<file path="src/rtl/rtcwp_pkg.sv">
package rtcwp_pkg;
    localparam int ADDR_W   = 3;
    localparam int STAT_W   = 16;
    localparam int BIT_DONE = 15;
    localparam int BIT_PEND = 14;

    typedef enum logic [ADDR_W-1:0] {
        A_STAT = 3'd0,
        A_IEN  = 3'd1,
        A_TIME = 3'd2,
        A_ALRM = 3'd3,
        A_SWCH = 3'd4,
        A_PSC  = 3'd5
    } reg_addr_e;

    function automatic logic is_synced(logic [ADDR_W-1:0] a);
        return (a == A_IEN) || (a == A_TIME) || (a == A_ALRM) || (a == A_SWCH);
    endfunction
endpackage

</file>
<file path="src/rtl/rtcwp_tick_sel.sv">
module rtcwp_tick_sel (
    input  logic psc_en_i,
    input  logic tick_raw_i,
    input  logic tick_sec_i,
    output logic tick_o
);
    always_comb begin
        tick_o = psc_en_i ? tick_sec_i : tick_raw_i;
    end
endmodule

</file>
<file path="src/rtl/rtcwp_sync_hold.sv">
module rtcwp_sync_hold #(
    parameter int DW = 32,
    parameter int AW = 3
) (
    input  logic          clk,
    input  logic          rst_n,
    input  logic          req_i,
    input  logic [AW-1:0] req_sel_i,
    input  logic [DW-1:0] req_data_i,
    input  logic          tick_i,
    output logic          pend_o,
    output logic          fire_o,
    output logic [AW-1:0] hold_sel_o,
    output logic [DW-1:0] hold_data_o,
    output logic          cv_o,
    output logic [AW-1:0] csel_o,
    output logic [DW-1:0] cdata_o
);
    typedef struct packed {
        logic          pend;
        logic [AW-1:0] sel;
        logic [DW-1:0] data;
        logic          cv;
        logic [AW-1:0] csel;
        logic [DW-1:0] cdata;
    } hold_t;

    hold_t st_d, st_q;
    logic  fire;

    always_comb begin
        st_d    = st_q;
        st_d.cv = 1'b0;
        fire    = st_q.pend & tick_i;
        if (fire) begin
            st_d.pend  = 1'b0;
            st_d.cv    = 1'b1;
            st_d.csel  = st_q.sel;
            st_d.cdata = st_q.data;
        end else if (req_i && !st_q.pend) begin
            st_d.pend = 1'b1;
            st_d.sel  = req_sel_i;
            st_d.data = req_data_i;
        end
    end

    always_ff @(posedge clk) begin
        if (!rst_n) st_q <= '0;
        else        st_q <= st_d;
    end

    assign pend_o      = st_q.pend;
    assign fire_o      = fire;
    assign hold_sel_o  = st_q.sel;
    assign hold_data_o = st_q.data;
    assign cv_o        = st_q.cv;
    assign csel_o      = st_q.csel;
    assign cdata_o     = st_q.cdata;
endmodule

</file>
<file path="src/rtl/rtcwp_status.sv">
module rtcwp_status #(
    parameter int NEVT = 7,
    parameter int SW   = 16
) (
    input  logic            clk,
    input  logic            rst_n,
    input  logic            fire_i,
    input  logic [NEVT-1:0] evt_i,
    input  logic            clr_en_i,
    input  logic [SW-1:0]   clr_data_i,
    input  logic [SW-1:0]   ien_i,
    output logic [SW-1:0]   flags_o,
    output logic            irq_o
);
    import rtcwp_pkg::*;

    localparam logic [SW-1:0] FLAG_MASK =
        (SW'(1) << BIT_DONE) | ((SW'(1) << NEVT) - SW'(1));

    typedef struct packed {
        logic [SW-1:0] flags;
    } stat_t;

    stat_t         st_d, st_q;
    logic [SW-1:0] set_v;

    always_comb begin
        st_d  = st_q;
        set_v = '0;
        set_v[NEVT-1:0] = evt_i;
        set_v[BIT_DONE] = fire_i;
        if (clr_en_i) st_d.flags = st_d.flags & ~(clr_data_i & FLAG_MASK);
        st_d.flags = (st_d.flags | set_v) & FLAG_MASK;
    end

    always_ff @(posedge clk) begin
        if (!rst_n) st_q <= '0;
        else        st_q <= st_d;
    end

    assign flags_o = st_q.flags;
    assign irq_o   = |(st_q.flags & ien_i & FLAG_MASK);
endmodule

</file>
<file path="src/rtl/rtcwp_shadow.sv">
module rtcwp_shadow #(
    parameter int DW = 32,
    parameter int AW = 3,
    parameter int SW = 16
) (
    input  logic          clk,
    input  logic          rst_n,
    input  logic          fire_i,
    input  logic [AW-1:0] fire_sel_i,
    input  logic [DW-1:0] fire_data_i,
    input  logic          psc_wr_i,
    input  logic          psc_val_i,
    output logic [SW-1:0] ien_o,
    output logic [DW-1:0] alarm_o,
    output logic [DW-1:0] swatch_o,
    output logic          psc_o
);
    import rtcwp_pkg::*;

    typedef struct packed {
        logic [SW-1:0] ien;
        logic [DW-1:0] alarm;
        logic [DW-1:0] swatch;
        logic          psc;
    } shadow_t;

    shadow_t st_d, st_q;

    always_comb begin
        st_d = st_q;
        if (fire_i) begin
            case (fire_sel_i)
                A_IEN:   st_d.ien    = fire_data_i[SW-1:0];
                A_ALRM:  st_d.alarm  = fire_data_i;
                A_SWCH:  st_d.swatch = fire_data_i;
                default: st_d.ien    = st_q.ien;
            endcase
        end
        if (psc_wr_i) st_d.psc = psc_val_i;
    end

    always_ff @(posedge clk) begin
        if (!rst_n) begin
            st_q     <= '0;
            st_q.psc <= 1'b1;
        end else begin
            st_q <= st_d;
        end
    end

    assign ien_o    = st_q.ien;
    assign alarm_o  = st_q.alarm;
    assign swatch_o = st_q.swatch;
    assign psc_o    = st_q.psc;
endmodule

</file>
<file path="src/rtl/rtc_wsync_port.sv">
module rtc_wsync_port #(
    parameter int DW   = 32,
    parameter int NEVT = 7
) (
    input  logic                      clk,
    input  logic                      rst_n,
    input  logic [rtcwp_pkg::ADDR_W-1:0] addr_i,
    input  logic [DW-1:0]             wdata_i,
    input  logic                      wr_i,
    output logic [DW-1:0]             rdata_o,
    output logic                      irq_o,
    input  logic                      tick_raw_i,
    input  logic                      tick_sec_i,
    input  logic [NEVT-1:0]           evt_i,
    input  logic [DW-1:0]             cnt_time_i,
    output logic                      commit_valid_o,
    output logic [rtcwp_pkg::ADDR_W-1:0] commit_sel_o,
    output logic [DW-1:0]             commit_data_o
);
    import rtcwp_pkg::*;

    localparam int AW = ADDR_W;
    localparam int SW = STAT_W;

    logic          tick, pend, fire, req, clr_en, psc_wr, psc;
    logic [AW-1:0] hold_sel;
    logic [DW-1:0] hold_data, alarm, swatch;
    logic [SW-1:0] ien, flags, stat_rd;

    always_comb begin
        req    = wr_i && is_synced(addr_i);
        clr_en = wr_i && (addr_i == A_STAT);
        psc_wr = wr_i && (addr_i == A_PSC);
    end

    rtcwp_tick_sel u_tick (
        .psc_en_i  (psc),
        .tick_raw_i(tick_raw_i),
        .tick_sec_i(tick_sec_i),
        .tick_o    (tick)
    );

    rtcwp_sync_hold #(.DW(DW), .AW(AW)) u_hold (
        .clk        (clk),
        .rst_n      (rst_n),
        .req_i      (req),
        .req_sel_i  (addr_i),
        .req_data_i (wdata_i),
        .tick_i     (tick),
        .pend_o     (pend),
        .fire_o     (fire),
        .hold_sel_o (hold_sel),
        .hold_data_o(hold_data),
        .cv_o       (commit_valid_o),
        .csel_o     (commit_sel_o),
        .cdata_o    (commit_data_o)
    );

    rtcwp_status #(.NEVT(NEVT), .SW(SW)) u_stat (
        .clk       (clk),
        .rst_n     (rst_n),
        .fire_i    (fire),
        .evt_i     (evt_i),
        .clr_en_i  (clr_en),
        .clr_data_i(wdata_i[SW-1:0]),
        .ien_i     (ien),
        .flags_o   (flags),
        .irq_o     (irq_o)
    );

    rtcwp_shadow #(.DW(DW), .AW(AW), .SW(SW)) u_shadow (
        .clk        (clk),
        .rst_n      (rst_n),
        .fire_i     (fire),
        .fire_sel_i (hold_sel),
        .fire_data_i(hold_data),
        .psc_wr_i   (psc_wr),
        .psc_val_i  (wdata_i[0]),
        .ien_o      (ien),
        .alarm_o    (alarm),
        .swatch_o   (swatch),
        .psc_o      (psc)
    );

    always_comb begin
        stat_rd           = flags;
        stat_rd[BIT_PEND] = pend;
        case (addr_i)
            A_STAT:  rdata_o = DW'(stat_rd);
            A_IEN:   rdata_o = DW'(ien);
            A_TIME:  rdata_o = cnt_time_i;
            A_ALRM:  rdata_o = alarm;
            A_SWCH:  rdata_o = swatch;
            A_PSC:   rdata_o = DW'(psc);
            default: rdata_o = '0;
        endcase
    end
endmodule

</file>
<file path="config.mk">
export PLATFORM = sky130hd
export DESIGN_NAME = rtc_wsync_port
export DESIGN_NICKNAME = d
export VERILOG_FILES = /design/src/rtl/rtcwp_pkg.sv /design/src/rtl/rtcwp_tick_sel.sv /design/src/rtl/rtcwp_sync_hold.sv /design/src/rtl/rtcwp_status.sv /design/src/rtl/rtcwp_shadow.sv /design/src/rtl/rtc_wsync_port.sv
export SDC_FILE = /design/constraint.sdc
export NUM_CORES = 1
export LEC_CHECK = 0
export CAP_MARGIN = 15
export CORE_UTILIZATION = 52
export DETAILED_ROUTE_END_ITERATION = 8
export HOLD_SLACK_MARGIN = 0.08
export PLACE_DENSITY = 0.81
export RECOVER_POWER = 50
export SLEW_MARGIN = 20
export SYNTH_ARGS = -nofsm -noshare
export SYNTH_HDL_FRONTEND = slang
export SYNTH_SLANG_ARGS = --single-unit
</file>
<file path="constraint.sdc">
create_clock -name clk -period 1.7 [get_ports clk]
set_input_delay 0.34 -clock clk [delete_from_list [all_inputs] [get_ports clk]]
set_output_delay 0.34 -clock clk [all_outputs]
set_load 0.005 [all_outputs]
</file>
# Word level (Yosys, flattened, before mapping)
# Cells that the tools add are included.
[op_classes]
mux = 4
n_eq_ne = 8
div = 0
n_shift = 0
addsub = 0
n_bitwise = 7
n_reduce_logical = 15
mul = 0
n_lt_le_gt_ge = 0
[ops]
columns = ["cell", "n"]
rows = [
  ["$pmux W32 S6", 1],
  ["$mux W36", 1],
  ["$and A16 B16 Y16", 2],
  ["$mux W16", 1],
  ["$not A16 Y16", 1],
  ["$or A16 B16 Y16", 1],
  ["$eq A3 B2 Y1 const B", 3],
  ["$eq A3 B3 Y1 const B", 3],
  ["$reduce_and A2 Y1", 4],
  ["$reduce_or A8 Y1", 1],
  ["$eq A3 B1 Y1 const B", 2],
  ["$logic_and A1 B1 Y1", 4],
  ["$logic_not A3 Y1", 1],
  ["$logic_or A1 B1 Y1", 3],
  ["$not A1 Y1", 2],
  ["$reduce_or A2 Y1", 1],
  ["$and A1 B1 Y1", 1],
  ["$logic_not A1 Y1", 1],
  ["$mux W1", 1],
]
[totals]
word_cells = 46
mem_count = 0
rom_bits = 0
out_inout_bits = 69
register_bits = 169
latchBits = 0
mem_bits_rw = 0

# Logic depth before layout (Yosys ltp)
# Gate-level depths: netlist of run 1.
[depth]
word_depth = 7
depth_mapped = 6

# Modules after synthesis
# A second synthesis of run 1 with hierarchy kept.
[unflattened]
hier_cells = 744
hier_area_um2 = 7359.6
[by_module_without_submodules]
columns = ["module", "area_each_um2", "instances", "cells_each", "seq_area_each_um2"]
rows = [
  ["rtcwp_shadow", 3065.4, 1, 301, 1621.6],
  ["rtcwp_sync_hold", 2767.7, 1, 272, 1441.4],
  ["rtc_wsync_port", 1126.1, 1, 131, 0.0],
  ["rtcwp_status", 385.4, 1, 39, 160.2],
  ["rtcwp_tick_sel", 15.0, 1, 1, 0.0],
]

# Worst setup path after synthesis of run 1
# No wires, ideal clock.
[synth_path]
path_kind = "input to output"
from = "input addr_i[1] (netlist bit)"
to = "output rdata_o[15]"
setup_slack_ns = 0.080
arrival_time_ns = 1.280
cell_stages = 5
path_cell_list = "buf_4 > buf_4 > mux4_2 > inv_1 > o21ai_0"
[synth_via]
elab_chain_len = 2
elab_cells_between_ends = 7
cone_classes = "eq/ne (5); mux (1); reduce/logical (1)"
[synth_lines]
columns = ["element", "line_no", "rtl"]
rows = [
  ["start, declared", "rtc_wsync_port.sv:7", "input logic [rtcwp_pkg::ADDR_W-1:0] addr_i,"],
  ["$eq A3 B3 Y1 (tied with other cells)", "rtc_wsync_port.sv:88", "case (addr_i)"],
  ["$pmux W32 S6 (*)", "rtc_wsync_port.sv:88", ""],
  ["end, declared", "rtc_wsync_port.sv:10", "output logic [DW-1:0] rdata_o,"],
]
# Every way passes the cells marked *; elsewhere a longest branch is shown, timed or not.

# Worst setup path after layout of run 1
[layout_path]
from = "register u_shadow.st_q (netlist bit u_shadow.alarm_o[0])"
to = "output rdata_o[0]"
[layout_via]
elab_chain_len = 1
[layout_lines]
columns = ["element", "line_no", "rtl"]
rows = [
  ["start, declared", "rtcwp_shadow.sv:27", "shadow_t st_d, st_q;"],
  ["start signal, assigned", "rtcwp_shadow.sv:47", "st_q <= st_d;"],
  ["$pmux W32 S6", "rtc_wsync_port.sv:88", ""],
]
# Every way passes these cells.

==> results of run 1 <==
routing by layer:
| layer | GRT usage | wire length, µm | up-vias |
|---|---|---|---|
| met1 | 0.435 | 9680 | 3483 |
| met5 | 0 | 0 | - |
| li1 | - | - | 3243 |
| met4 | 0.185 | 873 | 0 |
| met3 | 0.0798 | 2070 | 75 |
| met2 | 0.523 | 11400 | 398 |
kinds of logic (layout without fill, tap and decap cells):
kind of cell / count (synthesis) / count (layout) / synth area share
buf+inv: 89 / 276 / 0.0621
simple gates: 213 / 213 / 0.143
mux: 104 / 104 / 0.156
compound gates: 241 / 241 / 0.192
flops: 161 / 161 / 0.446
other cells: 0 / 1 / 0
registers in the layout, indices dropped and copies added, names as in the netlist:
register,count
u_shadow.swatch_o,32
u_hold.cv_o,1
u_shadow.ien_o,16
u_shadow.psc_o,1
u_stat.flags_o,8
u_hold.csel_o,3
u_hold.cdata_o,32
u_shadow.alarm_o,32
u_hold.hold_sel_o,3
u_hold.hold_data_o,32
u_hold.pend_o,1
per-stage QoR:
step                setup WS [ns]  utilization  area [µm²]  power (W)
floorplan                  0.0802            -        7230    0.00449
global placement           -0.639        0.686        9190    0.00498
detailed placement         -0.713        0.686        9190    0.00500
CTS                        -0.255        0.767       10300    0.00945
global route               -0.300        0.771       10300    0.00973
finish                     -0.238        0.771       10300    0.00950
worst min-delay path by stage:
stage	start	endpoint	cells after the start
after global placement	u_shadow.alarm_o[10]	u_shadow.alarm_o[10]	2
final	rst_n	u_shadow.ien_o[14]	3
after detailed placement	u_shadow.alarm_o[12]	u_shadow.alarm_o[12]	2
after floorplan	u_shadow.alarm_o[10]	u_shadow.alarm_o[10]	2
after global routing	rst_n	u_shadow.ien_o[14]	3
after CTS	rst_n	u_shadow.ien_o[14]	3
timing repair:
item	in CTS	in global routing
setup endpoints to repair	33	38
pin swaps	9	8
cloned	4	0
setup buffers	19	6
resized for setup	210	28
synthesized netlist by cell type (3+ instances only):
master	number	area (µm²)
buf_4	8	60.1
o21ai_0	90	450
dfxtp_1	161	3220
a21oi_1	87	435
a21o_1	4	30.0
o22ai_1	3	18.8
buf_6	7	78.8
mux2i_1	88	881
nand2b_1	4	25.0
mux4_2	6	135
clkbuf_1	36	135
buf_2	25	125
a22oi_1	11	82.6
o22a_1	3	26.3
nand2_1	100	375
nand3_1	88	440
buf_1	5	18.8
mux2_2	9	101
o2bb2ai_1	23	201
a21boi_0	8	60.1
inv_1	6	22.5
o21a_1	10	75.1
cell type report:
type | count | area [µm²] | area share
Tap cell | 176 | 220 | 0.0213
Inverter | 7 | 26.3 | 0.00254
Sequential cell | 161 | 3240 | 0.314
Clock buffer | 19 | 453 | 0.0438
Timing Repair Buffer | 237 | 2380 | 0.230
Multi-Input combinational cell | 558 | 3780 | 0.366
Clock inverter | 13 | 233 | 0.0225
Antenna cell | 1 | 2.50 | 0.000242
where the power goes:
part	internal (W)	total, W	switching (W)
clock	0.00283	0.00444	0.00161
combinational	0.000559	0.00113	0.000569
sequential	0.00385	0.00393	0.0000780
tightest hold or removal path, cell delays in order:
cell     delay [ns]
buf_4          0.10
inv_2          0.11
a21oi_1        0.13
==> key figures, run 1 <==
Run status
  – Status: finished with violations
  – Failing checks: negative setup slack

Clocking
  – Htree depth: 4
  – CTS tree: built
  – Clk pin slew, worst setup/hold paths: ~0.07 ns
  – # hold bufs at CTS: 0
  – Clock Root Buffer: clkbuf_16
  – Clk sink count: between 150 and 200
  – Worst-Skew Late Latency: 0.44 ns
  – Cts bufs inserted: 17
  – Clock tree buffer depth: 2

Critical path
  – CP Depth: 3
  – CP Buf/Inv Count: 1
  – Worst Setup End Kind: output pin
  – Critical Path, Cell by Cell: mux4_2 -> mux2_4 -> buf_6
  – CP Max Fanout: 2
  – CP max-delay cell: mux4_2
  – Family with the most delay on the worst path: multiplexers
  – R2r startpoint: u_hold.pend_o
  – WS Path Type: flop to output pin
  – Setup crit end: rdata_o[0]
  – Critical Path Source: u_shadow.alarm_o[0]
  – Startpoint Class: flop
  – Reg-to-Reg End: u_hold.hold_data_o[10]
  – CP required: between 1 and 1.5 ns
  – R2R Setup Slk: -0.21 ns
  – Data arrival time of the worst path: approximately 1.6 ns
  – CP peak stage delay: between 0.4 and 0.5 ns
  – Reg2Reg Depth: 5

STA
  – Setup Viol. Count Final: 140
  – Worst Slack Setup Final: -0.238 ns
  – Worst-margin pin slew: 0.564 ns
  – Final period util: 1.14
  – Hold slack: 0.274 ns
  – Final Hold Fails: 0
  – Total negative slack: -10.30 ns
  – Min Tclk post-route: about 1.9 ns
  – Final Skew: between 0.007 and 0.008 ns
  – Final Slew Violations: 0
  – Peak Freq: just over 500 MHz
  – Rel. slew slack: 0.624
  – RSZ-0062 raised after global routing: true

Global routing
  – GRT Total Usage: 0.339
  – First-pass GRT wire length: between 30000 and 40000 µm
  – Initial antenna violation count: 1
  – Largest net degree at the start of global routing: 57
  – Vias in the first global route: ~7000
  – Remaining Overflow, GRT: 0

Synthesis
  – Top FF cell, synth: dfxtp_1
  – Mean Syn Cell Area: about 8.9 µm²
  – Synth Register Bits: ~160
  – Mapped Area: 7230 µm²
  – Mapped Nets: between 800 and 900
  – Cell variety after synth: 41
  – Share of async-settable or async-resettable flops after synthesis: 0
  – Post-synth EDFFs: 0
  – Seq/Total Area, Yosys: 0.446
  – Mapped Cells: 808
  – Ys Warns: 0

Job
  – Max Cap Violations: 0

Power and ir drop
  – Leakage: between 3 and 4 nW
  – Pwr/cell area: approximately 920 nW/µm²
  – Worst vdd ir: between 700 and 800 µV

Floorplan
  – Chip height: 120 µm
  – # rows: 42
  – Starting Density: 0.540
  – Core area: approximately 13000 µm²
  – Die Width: about 120 µm
  – Ports: 148
  – Die ar.: 14400 µm²

Final layout
  – Syn-to-layout area delta: 42.9%
  – Nets@finish: 1061
  – Filler cell count: 853
  – Layout cells sized above 1: 0.237
  – Most common cell after layout, fill and taps aside: dfxtp_1
  – Most frequent cells in the layout: dfxtp_1 (145), clkdlybuf4s50_1 (106), nand2_1 (100)
  – Non-Filler Instances: 1172

Placement
  – Dpl hpwl: approximately 14000 µm
  – GPL Wtd Cong: 0.873
  – Port bufs: ~150
  – Placed instance count: about 1100

Detailed routing
  – DR pass1 iterations: 6
  – Total Wirelength: 24000 µm
  – Via/cell ratio: 6.14
  – 1st-iter DRT viols: 817
  – Residual DRC: 0
  – Antenna-violating nets left: 0
  – WL per Instance: 20.5 µm
  – Vias post-DR: roughly 7200

Hold path
  – Hold Path Class: input port to flop
(Power assumes the default switching activity.)
==> inputs of run 2 (changes only) <==
--- a/config.mk
+++ b/config.mk
@@ -9,7 +9,7 @@
 export CORE_UTILIZATION = 52
 export DETAILED_ROUTE_END_ITERATION = 8
 export HOLD_SLACK_MARGIN = 0.08
-export PLACE_DENSITY = 0.81
+export PLACE_DENSITY = 0.85
 export RECOVER_POWER = 50
 export SLEW_MARGIN = 20
 export SYNTH_ARGS = -nofsm -noshare
==> constraint.sdc (replaced) <==
create_clock -name clk -period 2.18 [get_ports clk]
set_input_delay 0.436 -clock clk [delete_from_list [all_inputs] [get_ports clk]]
set_output_delay 0.436 -clock clk [all_outputs]
set_load 0.005 [all_outputs]
==> run 2 against run 1 <==
Effect of this change: the flow now finishes without violations; total power decreased by 27%; non-clock buffer count decreased by 38; cell count decreased by 3.4%; global-route usage decreased by 4.2 points; register-to-register slack improved by 0.30 ns; critical path depth increased by 1; combinational power decreased by 35%; largest power group unchanged; worst hold slack improved by 0.18 ns; clock power decreased by 30%; via count decreased by 5.4%; worst setup slack improved by 0.28 ns; first-iteration DRC count decreased by 1.2%.
==> key figures, run 2 (same netlist as run 1, synthesis figures left out) <==
Placement
  – Placed instance count: around 1100
  – GPL Wtd Cong: about 0.82
  – Dpl hpwl: around 13000 µm
  – Port bufs: 147

Clocking
  – CTS tree: built
  – Cts bufs inserted: 17
  – Worst-Skew Late Latency: about 0.43 ns
  – Htree depth: 4
  – Clock Root Buffer: clkbuf_16
  – Clk pin slew, worst setup/hold paths: 0.05 ns
  – Clk sink count: between 150 and 200
  – Clock tree buffer depth: 2

Detailed routing
  – Antenna-violating nets left: 0
  – Via/cell ratio: 6.01
  – 1st-iter DRT viols: approximately 800
  – Vias post-DR: just under 7000
  – Residual DRC: 0
  – DR pass1 iterations: 5
  – WL per Instance: 18.6 µm
  – Total Wirelength: around 21000 µm

Critical path
  – Data arrival time of the worst path: 1.70 ns
  – Startpoint Class: input port
  – Critical Path, Cell by Cell: clkdlybuf4s50_1 -> mux4_2 -> mux2_4 -> buf_2
  – Worst Setup End Kind: output pin
  – CP required: about 1.7 ns
  – CP peak stage delay: 0.45 ns
  – CP max-delay cell: mux4_2
  – WS Path Type: input port to output pin
  – CP Max Fanout: 1

STA
  – Final period util: 0.979
  – Peak Freq: about 470 MHz
  – Min Tclk post-route: roughly 2.1 ns
  – Rel. slew slack: 0.330
  – Final Slew Violations: 0
  – Worst-margin pin slew: around 0.98 ns
  – RSZ-0062 raised after global routing: false
  – Final Hold Fails: 0
  – Setup Viol. Count Final: 0
  – Total negative slack: 0 ns
  – Final Skew: around 0.0076 ns

Power and ir drop
  – Leakage: between 3 and 4 nW
  – Overall power: about 0.0069 W
  – Pwr/cell area: roughly 720 nW/µm²
  – Worst vdd ir: 491 µV

Floorplan
  – Starting Density: 0.540
  – Ports: between 100 and 150
  – Core area: between 10000 and 15000 µm²
  – Die ar.: around 14000 µm²
  – # rows: 42
  – Die Width: around 120 µm
  – Chip height: about 120 µm

Final layout
  – Antenna Cells: 0
  – Most frequent cells in the layout: dfxtp_1 (161), nand2_1 (100), o21ai_0 (91)
  – Most common cell after layout, fill and taps aside: dfxtp_1
  – Non-Filler Instances: around 1100
  – Syn-to-layout area delta: 32.4%
  – Nets@finish: 1023
  – Filler cell count: ~1000
  – Layout cells sized above 1: 0.113

Global routing
  – Initial antenna violation count: 0
  – Largest net degree at the start of global routing: about 110
  – GRT Total Usage: 0.296
  – Vias in the first global route: between 6000 and 7000
  – Remaining Overflow, GRT: 0
  – First-pass GRT wire length: approximately 33000 µm

Job
  – Max Cap Violations: 0

Hold path
  – Hold Path Class: flop to flop

Run status
  – Status: finished clean
run 2: repair_timing:
item,4_1_cts,5_1_grt
gates resized for setup,54,5
buffers inserted,3,0
endpoints found under the setup margin,33,4
gates cloned,1,0
hold buffers,0,0
run 2: worst max-delay path: cells and delay by family:
kind / cells / cell delay, ns
multiplexers: 2 / 0.73
buffers and inverters: 2 / 0.52
run 2: area by class of cell:
| cell class | count | area [µm²] | area share |
|---|---|---|---|
| inverter | 7 | 26.3 | 0.00274 |
| timing repair buffer | 199 | 1940 | 0.203 |
| multi-input combinational | 558 | 3550 | 0.371 |
| clock buffer | 21 | 460 | 0.0481 |
| clock inverter | 10 | 159 | 0.0166 |
| sequential | 161 | 3220 | 0.337 |
| tap | 176 | 220 | 0.0230 |
run 2: metal layers:
layer,vias to the layer above,part of all wire,track usage
li1,3169,-,-
met3,70,0.084,0.0694
met5,-,0,0
met1,3235,0.41,0.368
met2,334,0.47,0.484
met4,0,0.035,0.138
run 2: final timing paths:
path	from	endpoint	slack, ns	cells past startpoint
max	cnt_time_i[0]	rdata_o[0]	0.05	4
min	u_shadow.alarm_o[3]	u_shadow.alarm_o[3]	0.46	2
max reg2reg	u_shadow.psc_o	u_shadow.swatch_o[11]	0.09	4
min reg2reg	u_shadow.alarm_o[3]	u_shadow.alarm_o[3]	0.46	2
run 2: per-stage QoR:
stage               hold slack, ns  utilization  area (µm²)  worst slack, ns
detailed placement           0.449        0.668        8960           -0.391
floorplan                    0.431            -        7230            0.368
global placement             0.441        0.668        8960           -0.387
CTS                          0.459        0.718        9630           0.0209
global route                 0.474        0.715        9580           0.0117
finish                       0.458        0.715        9580           0.0465
run 2: power breakdown:
part / internal (W) / switching, W / leakage (nW)
clock network: 0.00196 / 0.00117 / 0.299
logic: 0.000351 / 0.000379 / 2.01
registers: 0.00301 / 0.0000587 / 1.30
